<file path="config.mk">
export PLATFORM = sky130hd
export DESIGN_NAME = cfg_loader
export DESIGN_NICKNAME = d
export VERILOG_FILES = /design/src/rtl/cfg_loader_pkg.sv /design/src/rtl/cfg_loader_dp.sv /design/src/rtl/cfg_loader_ctrl.sv /design/src/rtl/cfg_loader.sv
export SDC_FILE = /design/constraint.sdc
export NUM_CORES = 1
export LEC_CHECK = 0
export BUFFER_PORTS_ARGS = -buffer_cell sky130_fd_sc_hd__buf_2
export CORE_ASPECT_RATIO = 1.25
export CORE_MARGIN = 2
export CORE_UTILIZATION = 65
export DETAILED_ROUTE_END_ITERATION = 12
export PLACE_DENSITY = 0.85
export SYNTH_ARGS = -nofsm -noshare
export SYNTH_HDL_FRONTEND = slang
export SYNTH_SLANG_ARGS = --single-unit
</file>
<file path="constraint.sdc">
create_clock -name clk -period 6.8 [get_ports clk]
set_clock_uncertainty 0.2 [all_clocks]
set_input_delay 0.34 -clock clk [delete_from_list [all_inputs] [get_ports clk]]
set_output_delay 0.34 -clock clk [all_outputs]
set_load 0.05 [all_outputs]
</file>
<file path="src/rtl/cfg_loader_pkg.sv">
package cfg_loader_pkg;

  typedef enum logic [3:0] {
    ST_IDLE, ST_HDR, ST_RST, ST_SET1, ST_DUMMY, ST_SET2,
    ST_PAY, ST_PAD, ST_CHK, ST_FIN, ST_DONE, ST_FAIL
  } ldState_e;

  typedef enum logic [1:0] {
    W_RST, W_SETTLE, W_PAD, W_FINAL
  } waitSel_e;

  typedef struct packed {
    logic     clrHdr;
    logic     hdrTake;
    logic     payTake;
    logic     waitLoad;
    waitSel_e waitSel;
    logic     waitDec;
    logic     drivePay;
    logic     driveZero;
  } ldCtl_t;

endpackage

</file>
<file path="src/rtl/cfg_loader_dp.sv">
module cfg_loader_dp
  import cfg_loader_pkg::*;
#(
  parameter int DATA_W     = 8,
  parameter int HDR_BYTES  = 16,
  parameter int LEN_BYTES  = 4,
  parameter int PAD_BYTES  = 5,
  parameter int RST_CYC    = 16,
  parameter int SETTLE_CYC = 64,
  parameter int FINAL_CYC  = 64
) (
  input  logic              clk,
  input  logic              rstN,
  input  ldCtl_t            ctl,
  input  logic [DATA_W-1:0] inData,
  input  logic              inValid,
  output logic [DATA_W-1:0] outData,
  output logic              outStrobe,
  output logic              hdrLast,
  output logic              lenZero,
  output logic              remainOne,
  output logic              waitZero
);
  localparam int LEN_W   = LEN_BYTES * DATA_W;
  localparam int HIDX_W  = $clog2(HDR_BYTES);
  localparam int MAX_A   = (RST_CYC > SETTLE_CYC) ? RST_CYC : SETTLE_CYC;
  localparam int MAX_B   = (PAD_BYTES > FINAL_CYC) ? PAD_BYTES : FINAL_CYC;
  localparam int WAIT_MX = (MAX_A > MAX_B) ? MAX_A : MAX_B;
  localparam int CNT_W   = $clog2(WAIT_MX + 1);

  logic [HIDX_W-1:0] hdrIdx;
  logic [LEN_W-1:0]  lenReg;
  logic [CNT_W-1:0]  waitCnt;
  logic [CNT_W-1:0]  waitInit;

  // header byte index
  always_ff @(posedge clk or negedge rstN) begin
    if (!rstN)            hdrIdx <= '0;
    else if (ctl.clrHdr)  hdrIdx <= '0;
    else if (ctl.hdrTake) hdrIdx <= hdrIdx + 1'b1;
  end

  // length register: filled big-endian from the header, then counts down
  always_ff @(posedge clk or negedge rstN) begin
    if (!rstN)
      lenReg <= '0;
    else if (ctl.clrHdr)
      lenReg <= '0;
    else if (ctl.hdrTake && hdrIdx < HIDX_W'(LEN_BYTES))
      lenReg <= {lenReg[LEN_W-DATA_W-1:0], inData};
    else if (ctl.payTake)
      lenReg <= lenReg - 1'b1;
  end

  always_comb begin
    case (ctl.waitSel)
      W_RST:    waitInit = CNT_W'(RST_CYC - 1);
      W_SETTLE: waitInit = CNT_W'(SETTLE_CYC - 1);
      W_PAD:    waitInit = CNT_W'(PAD_BYTES - 1);
      default:  waitInit = CNT_W'(FINAL_CYC - 1);
    endcase
  end

  always_ff @(posedge clk or negedge rstN) begin
    if (!rstN)             waitCnt <= '0;
    else if (ctl.waitLoad) waitCnt <= waitInit;
    else if (ctl.waitDec)  waitCnt <= waitCnt - 1'b1;
  end

  assign hdrLast   = (hdrIdx == HIDX_W'(HDR_BYTES - 1));
  assign lenZero   = (lenReg == '0);
  assign remainOne = (lenReg == LEN_W'(1));
  assign waitZero  = (waitCnt == '0);

  assign outStrobe = ctl.driveZero | (ctl.drivePay & inValid);
  assign outData   = ctl.drivePay ? inData : '0;

endmodule

</file>
<file path="src/rtl/cfg_loader_ctrl.sv">
module cfg_loader_ctrl
  import cfg_loader_pkg::*;
(
  input  logic   clk,
  input  logic   rstN,
  input  logic   start,
  input  logic   inValid,
  input  logic   inLast,
  input  logic   tgtErr,
  input  logic   hdrLast,
  input  logic   lenZero,
  input  logic   remainOne,
  input  logic   waitZero,
  output ldCtl_t ctl,
  output logic   inReady,
  output logic   tgtReset,
  output logic   busy,
  output logic   loadDone,
  output logic   loadFail,
  output logic   irqEnable
);
  ldState_e state, nextState;
  logic     restLike;
  logic     startTake;
  logic     irqReg;

  assign restLike  = (state == ST_IDLE) || (state == ST_DONE) || (state == ST_FAIL);
  assign startTake = restLike && start;

  always_ff @(posedge clk or negedge rstN) begin
    if (!rstN) state <= ST_IDLE;
    else       state <= nextState;
  end

  always_comb begin
    nextState = state;
    ctl       = '0;
    ctl.waitSel = W_RST;
    inReady   = 1'b0;
    tgtReset  = 1'b0;
    case (state)
      ST_IDLE, ST_DONE, ST_FAIL: begin
        if (start) begin
          ctl.clrHdr = 1'b1;
          nextState  = ST_HDR;
        end
      end
      ST_HDR: begin
        inReady = 1'b1;
        if (inValid) begin
          ctl.hdrTake = 1'b1;
          if (hdrLast) begin
            if (inLast && !lenZero) nextState = ST_FAIL;
            else begin
              ctl.waitLoad = 1'b1;
              ctl.waitSel  = W_RST;
              nextState    = ST_RST;
            end
          end else if (inLast) begin
            nextState = ST_FAIL;
          end
        end
      end
      ST_RST: begin
        tgtReset = 1'b1;
        if (waitZero) begin
          ctl.waitLoad = 1'b1;
          ctl.waitSel  = W_SETTLE;
          nextState    = ST_SET1;
        end else ctl.waitDec = 1'b1;
      end
      ST_SET1: begin
        if (waitZero) nextState = ST_DUMMY;
        else          ctl.waitDec = 1'b1;
      end
      ST_DUMMY: begin
        ctl.driveZero = 1'b1;
        ctl.waitLoad  = 1'b1;
        ctl.waitSel   = W_SETTLE;
        nextState     = ST_SET2;
      end
      ST_SET2: begin
        if (waitZero) begin
          if (lenZero) begin
            ctl.waitLoad = 1'b1;
            ctl.waitSel  = W_PAD;
            nextState    = ST_PAD;
          end else nextState = ST_PAY;
        end else ctl.waitDec = 1'b1;
      end
      ST_PAY: begin
        inReady      = 1'b1;
        ctl.drivePay = 1'b1;
        if (inValid) begin
          ctl.payTake = 1'b1;
          if (remainOne) begin
            ctl.waitLoad = 1'b1;
            ctl.waitSel  = W_PAD;
            nextState    = ST_PAD;
          end else if (inLast) begin
            nextState = ST_FAIL;
          end
        end
      end
      ST_PAD: begin
        ctl.driveZero = 1'b1;
        if (waitZero) nextState = ST_CHK;
        else          ctl.waitDec = 1'b1;
      end
      ST_CHK: begin
        if (tgtErr) nextState = ST_FAIL;
        else begin
          ctl.waitLoad = 1'b1;
          ctl.waitSel  = W_FINAL;
          nextState    = ST_FIN;
        end
      end
      ST_FIN: begin
        if (waitZero) nextState = ST_DONE;
        else          ctl.waitDec = 1'b1;
      end
      default: nextState = ST_IDLE;
    endcase
  end

  // interrupt enable: dropped on start, restored only on success
  always_ff @(posedge clk or negedge rstN) begin
    if (!rstN)
      irqReg <= 1'b1;
    else if (startTake)
      irqReg <= 1'b0;
    else if (state == ST_FIN && nextState == ST_DONE)
      irqReg <= 1'b1;
  end

  assign irqEnable = irqReg;
  assign busy      = !restLike;
  assign loadDone  = (state == ST_DONE);
  assign loadFail  = (state == ST_FAIL);

endmodule

</file>
<file path="src/rtl/cfg_loader.sv">
module cfg_loader
  import cfg_loader_pkg::*;
#(
  parameter int DATA_W     = 8,
  parameter int HDR_BYTES  = 16,
  parameter int LEN_BYTES  = 4,
  parameter int PAD_BYTES  = 5,
  parameter int RST_CYC    = 16,
  parameter int SETTLE_CYC = 64,
  parameter int FINAL_CYC  = 64
) (
  input  logic              clk,
  input  logic              rstN,
  input  logic              start,
  input  logic [DATA_W-1:0] inData,
  input  logic              inValid,
  input  logic              inLast,
  output logic              inReady,
  output logic [DATA_W-1:0] outData,
  output logic              outStrobe,
  output logic              tgtReset,
  input  logic              tgtErr,
  output logic              irqEnable,
  output logic              busy,
  output logic              loadDone,
  output logic              loadFail
);
  ldCtl_t ctl;
  logic   hdrLast, lenZero, remainOne, waitZero;

  cfg_loader_ctrl u_ctrl (
    .clk(clk), .rstN(rstN), .start(start), .inValid(inValid), .inLast(inLast),
    .tgtErr(tgtErr), .hdrLast(hdrLast), .lenZero(lenZero), .remainOne(remainOne),
    .waitZero(waitZero), .ctl(ctl), .inReady(inReady), .tgtReset(tgtReset),
    .busy(busy), .loadDone(loadDone), .loadFail(loadFail), .irqEnable(irqEnable)
  );

  cfg_loader_dp #(
    .DATA_W(DATA_W), .HDR_BYTES(HDR_BYTES), .LEN_BYTES(LEN_BYTES),
    .PAD_BYTES(PAD_BYTES), .RST_CYC(RST_CYC), .SETTLE_CYC(SETTLE_CYC),
    .FINAL_CYC(FINAL_CYC)
  ) u_dp (
    .clk(clk), .rstN(rstN), .ctl(ctl), .inData(inData), .inValid(inValid),
    .outData(outData), .outStrobe(outStrobe), .hdrLast(hdrLast),
    .lenZero(lenZero), .remainOne(remainOne), .waitZero(waitZero)
  );

endmodule

</file>
; ---- Word-level counts from Yosys, hierarchy flattened
; Index checks and enable logic that the tools add are counted.
[totals]
mem_bits_ro = 0
input_bits = 14
word_cells = 93
latch_bits = 0
regBits = 48
ram_bits = 0
mem_count = 0
[classes]
div = 0
mul = 0
bitwise_logic = 2
eq_ne = 15
n_lt_le_gt_ge = 1
shifts = 0
n_reduce_logical = 20
addsub = 3
n_mux = 47
[op_table]
columns = cell, n
row1 = $mux W32, 3
row2 = $mux W4, 15
row3 = $pmux W4 S10, 1
row4 = $eq A32 B1 Y1 const B, 1
row5 = $logic_not A32 Y1, 1
row6 = $sub A32 B1 Y32 const B, 1
row7 = $eq A4 B4 Y1 const B, 6
row8 = $mux W3, 8
row9 = $pmux W3 S6, 1
row10 = $eq A4 B3 Y1 const B, 4
row11 = $mux W1, 14
row12 = $mux W7, 2
row13 = $pmux W6 S2, 1
row14 = $eq A4 B2 Y1 const B, 2
row15 = $mux W8, 1
row16 = $logic_not A7 Y1, 1
row17 = $sub A7 B1 Y7 const B, 1
row18 = $reduce_bool A2 Y1, 3
row19 = $reduce_or A5 Y1, 1
row20 = $add A4 B1 Y4 const B, 1
row21 = $eq A4 B1 Y1 const B, 1
row22 = $logic_and A1 B1 Y1, 4
row23 = $logic_not A4 Y1, 1
row24 = $lt A4 B3 Y1 const B, 1
row25 = 10 further kinds, 13

; ---- Depth between registers and ports, before layout
[logic_depth]
word_depth = 11
depth_mapped = 7
mapped_depth_nobuf = 7

; ---- Cells and area by module
; From an unflattened synthesis, not the netlist that was laid out.
[hier_totals]
cells_unflattened = 373
hier_area_um2 = 3260.6
[modules_own_cells]
columns = module, cells_per_inst, area_per_inst_um2, seq_area_each_um2, instances
row1 = cfg_loader_dp, 283, 2608.8, 1076.0, 1
row2 = cfg_loader_ctrl, 90, 651.9, 126.4, 1

; ---- Worst setup path after synthesis
; Ideal clock, no wire load.
[synth_path]
path_kind = reg-to-reg
start = register u_ctrl.state[3]
end = register u_dp.waitCnt[6]
setup_ns = 0.120
path_stages_with_launch = 7
n_path_buf = 2
setup_slack_ns = 3.864
arrival_time_ns = 2.615
cell_sequence = dfrtp_1 > clkbuf_1 > clkbuf_1 > nor3_1 > a21oi_1 > o211a_1 > and4_1
[synth_via]
elab_chain_len = 4
word_cells_on_any_way = 14
classes_between = 9 x eq/ne / 3 x mux / 2 x reduce/logical
[synth_lines]
columns = item, line
row1 = from (decl), cfg_loader_ctrl.sv:22  ; ldState_e state, nextState;
row2 = from (signal assigned), cfg_loader_ctrl.sv:32  ; else state <= nextState;
row3 = $eq A4 B2 Y1 (tied with other cells), cfg_loader_ctrl.sv:41  ; case (state)
row4 = $reduce_or A5 Y1 (no source line), -
row5 = $mux W1, -
row6 = $reduce_bool A2 Y1 (no source line), -
row7 = to (signal assigned), cfg_loader_dp.sv:66  ; else if (ctl.waitLoad) waitCnt <= waitInit;
row8 = to (signal assigned), cfg_loader_dp.sv:67  ; else if (ctl.waitDec) waitCnt <= waitCnt - 1'b1;
row9 = to (decl), cfg_loader_dp.sv:33  ; logic [CNT_W-1:0] waitCnt;
; Several ways; a longest one is shown, not always the timed one.
; A chain may end at the register's enable or synchronous reset.

; ---- Worst setup path after layout
[layout_path]
start = register u_ctrl.state[3]
end = register u_dp.lenReg[17]
[layout_via]
elab_chain_len = 5
word_cells_on_any_way = 13
classes_between = 4 x eq/ne / 5 x mux / 4 x reduce/logical
[layout_lines]
columns = item, line
row1 = $eq A4 B1 Y1, cfg_loader_ctrl.sv:41
row2 = $mux W1, cfg_loader_ctrl.sv:41
row3 = $logic_and A1 B1 Y1, cfg_loader_dp.sv:49  ; else if (ctl.hdrTake && hdrIdx < HIDX_W'(LEN_BYTES))
row4 = $mux W32, cfg_loader_dp.sv:49
row5 = $mux W32, cfg_loader_dp.sv:47  ; else if (ctl.clrHdr)
row6 = to (signal assigned), cfg_loader_dp.sv:50  ; lenReg <= {lenReg[LEN_W-DATA_W-1:0], inData};
row7 = to (signal assigned), cfg_loader_dp.sv:52  ; lenReg <= lenReg - 1'b1;
row8 = to (decl), cfg_loader_dp.sv:32  ; logic [LEN_W-1:0] lenReg;
; Several ways; a longest one is shown, not always the timed one.

==> flow_summary.yaml <==
run_status:
  run_status: "complete, no violations"
detailed_routing:
  avgViaCountPerCell: 6.859
  first_pass_iters: 5
  detail_route_antenna_nets: 0
  drc: 0
  drt_total_wl_um: 8673
  drt_first_iter_violations: 258
  wl_per_cell_um: 17.77
  route.vias.total: 3347
placement:
  place_congestion: 0.8488
  dp.final_hpwl_um: 6082
  numPortBuffers: 28
clock_network:
  tritoncts: "yes"
  clock-sinks: 48
  cts.hold.buffers_added: 0
  cts.clk_slew.worst_paths_ns: 0.10
  htree_levels: 2
  clock_tree.root_cell: "clkbuf_8"
  max-clock-path-buffers: 2
  post_cts.resized_instances: 0
  cts-buffers-inserted: 5
  cts_setup_buffers: 0
  worst_skew_pair.late_latency_ns: 0.31
timing:
  worst_pin_slew_ns: 1.162
  timing.setup.tns_ns: 0
  finalSetupViolCount: 0
  setup_repair_after_global_routing_missed_its_margin: "no"
  period_share_pct: 49.99
  max_slew_margin_pct: 22.38
  clock.fmax_mhz: 294.2
  finalHoldViolations: 0
  slew_violations: 0
  finalCriticalPeriod_ns: 3.399
layout:
  num_antenna_cells: 0
  layout-area-overhead-vs-synth_pct: 7.469
  drive_above_1_share_pct: 12.68
  final_nets: 444
grt:
  grtUsageMet1_pct: 40.61
  global_route_wire_length_before_repair_um: 14630
  pin_count_of_the_biggest_net_entering_global_routing: 49
  top_usage_layer: "met2"
  met2_usage_pct: 53.58
  globalRoute.totalOverflow: 0
  first_global_vias: 3164
  grt_usage_pct: 32.36
  grt_met3_usage_pct: 5.172
  antenna_found_initial: 0
critical_path:
  worst-path-max-fanout: 26
  path_cells: "and4bb_2, and2_1, nor3_2, o21ai_0, o311ai_0"
  critical_path.startpoint_type: "flop"
  worst_setup_path_end_kind: "flop"
  cp.arrival_ns: 3.37
  critPathKind: "flop to flop"
  crit_required_ns: 6.77
  worst_path_largest_cell_delay_ns: 1.05
  cp_slowest_cell: "nor3_2"
yosys:
  synth_enable_flop_cells: 0
  synth_area_sq_mm: 0.003401
  synth.lib_cells_used.distinct: 65
  syn_area_per_cell_sq_um: 8.295
  yosysWarningCount: 0
  post_synth_arst_share_pct: 100.0
  synth-seq-area-share_pct: 35.36
  count_of_mapped_cells_out_of_synthesis: 410
  synth_top_flop_cell: "dfrtp_1"
  syn-num-nets: 429
  synth-seq-cells: 48
worst_hold_path:
  hp-class: "input pin to asynchronous set/reset pin"
pwr:
  power_total_w: 0.001563
  vdd_ir_drop_max_mv: 0.2472
  power_density_mw_per_mm2: 427.6
  leakagePower_nw: 1.565
floorplanning:
  initial_utilization_pct: 67.43
  placement_rows: 29
  fp.dieArea_sq_mm: 0.005830
  die_h_um: 84.87
  io-pin-count: 29
  fp.dieW_um: 68.70
  design.core.area_sq_mm: 0.005044
flow_run:
  maxCapViolCount: 0
## layout make-up
class	count	area (sq um)
multi-input combinational	329	2061
fill	398	1389
sequential	48	1202
timing repair buffer	29	147.6
clock buffer	6	82.58
tap	62	77.57
inverter	12	45.04
clock inverter	2	38.79
## placed cells by master (no fill, tap or decap), types with 3 or more instances in the layout
master / count
a22o_1: 3
mux2i_1: 3
nand2b_1: 7
nor3_1: 14
a31oi_1: 6
ha_1: 5
a22oi_1: 10
inv_1: 12
and4_1: 3
or3_1: 11
and3_1: 5
nor4_1: 14
nand4_1: 10
or2_2: 6
nand2_1: 43
nor2_1: 37
buf_2: 28
and2_1: 11
o211ai_1: 4
nor2b_1: 5
or4_1: 7
a21oi_1: 20
o21a_1: 3
a221o_1: 9
o221ai_1: 3
clkbuf_8: 6
dfrtp_1: 47
o21ai_0: 23
nand3_1: 18
o21ai_1: 3
xor2_1: 4
## routing by layer
layer	part of all wire, %	up-vias	routed length [um]
li1	-	1572	-
met1	39	1582	3409
met2	51	159	4398
met3	5.9	34	513
met4	4.1	0	352
met5	0	-	0
## sequential cells by signal, summed over array words and instances (netlist names)
name / count
u_dp.lenReg: 32
u_ctrl.state: 4
u_ctrl.irqEnable: 1
u_dp.hdrIdx: 4
u_dp.waitCnt: 7
## Yosys cell counts (3+ instances only)
cell type | count | area share (%)
and4_1 | 3 | 0.77
xor2_1 | 4 | 1.0
ha_1 | 5 | 1.8
nor2b_1 | 5 | 0.92
a21oi_1 | 20 | 2.9
mux2i_1 | 3 | 0.88
or2_2 | 6 | 1.1
o221ai_1 | 3 | 0.77
and2_1 | 11 | 2.0
nand2_1 | 43 | 4.7
and3_1 | 5 | 0.92
nand3_1 | 18 | 2.6
nor3_1 | 14 | 2.1
a31oi_1 | 6 | 1.1
or4_1 | 7 | 1.5
o21ai_1 | 3 | 0.44
inv_1 | 12 | 1.3
nand4_1 | 10 | 1.8
nand2b_1 | 7 | 1.3
dfrtp_1 | 47 | 35
o211ai_1 | 4 | 0.88
clkbuf_1 | 15 | 1.7
a221o_1 | 9 | 2.6
nor2_1 | 37 | 4.1
o21ai_0 | 23 | 3.4
nor4_1 | 14 | 2.6
a22o_1 | 3 | 0.77
o21a_1 | 3 | 0.66
buf_2 | 5 | 0.74
a22oi_1 | 10 | 2.2
or3_1 | 11 | 2.0
## per-stage QoR
| step | area [sq um] | worst slack, ns | instances | hold WS, ns | util [%] |
|---|---|---|---|---|---|
| 2_1_floorplan | 3401 | 3.864 | 410 | -0.1556 | - |
| 3_3_place_gp | 3533 | 3.610 | 480 | 0.2486 | 70.06 |
| 3_5_place_dp | 3533 | 3.512 | 480 | 0.2703 | 70.06 |
| 4_1_cts | 3655 | 3.494 | 488 | 0.04003 | 72.46 |
| 5_1_grt | 3655 | 3.212 | 488 | 0.06824 | 72.46 |
| 6_report | 3655 | 3.401 | 488 | 0.02859 | 72.46 |
## critical path, delay by kind of cell, from the launching register on
family,cells,cell delay (ns)
and+or+nand+nor,3,1.95
DFF,1,0.77
AOI/OAI and AO/OA,2,0.33
## report_power, final
part,internal (W),switching [W],total (W)
logic,0.000290,0.000459,0.000750
registers,0.000396,0.000196,0.000593
clock network,0.000120,0.000100,0.000221
total,0.000807,0.000756,0.00156
## final timing paths
path / startpoint / endpoint / slack [ns] / cells after the start
min in group clk: inData[0] / u_dp.lenReg[0]$_DFFE_PN0P_ / 0.03 / 3
max reg2reg: u_ctrl.state[3]$_DFF_PN0_ / u_dp.lenReg[17]$_DFFE_PN0P_ / 3.40 / 5
min: rstN / u_dp.hdrIdx[1]$_DFFE_PN0P_ / 0.03 / 1
max in group asynchronous: rstN / u_dp.lenReg[12]$_DFFE_PN0P_ / 5.68 / 1
max: u_ctrl.state[3]$_DFF_PN0_ / u_dp.lenReg[17]$_DFFE_PN0P_ / 3.40 / 5
min reg2reg: u_ctrl.irqEnable$_DFFE_PN1P_ / u_ctrl.irqEnable$_DFFE_PN1P_ / 0.28 / 2
## kinds of logic (layout without fill, tap and decap cells)
kind of cell / count (synthesis) / count (layout) / synth area share, %
adder cells (fa/ha/maj): 5 / 5 / 1.840
flip-flops: 48 / 48 / 35.36
AND/OR/NAND/NOR: 206 / 206 / 33.96
buffers and inverters: 33 / 49 / 4.047
XOR/XNOR: 6 / 6 / 1.545
multiplexers: 4 / 4 / 1.214
AO/OA/AOI/OAI: 108 / 108 / 22.04
Note: power is estimated with default switching activity, not from simulation.
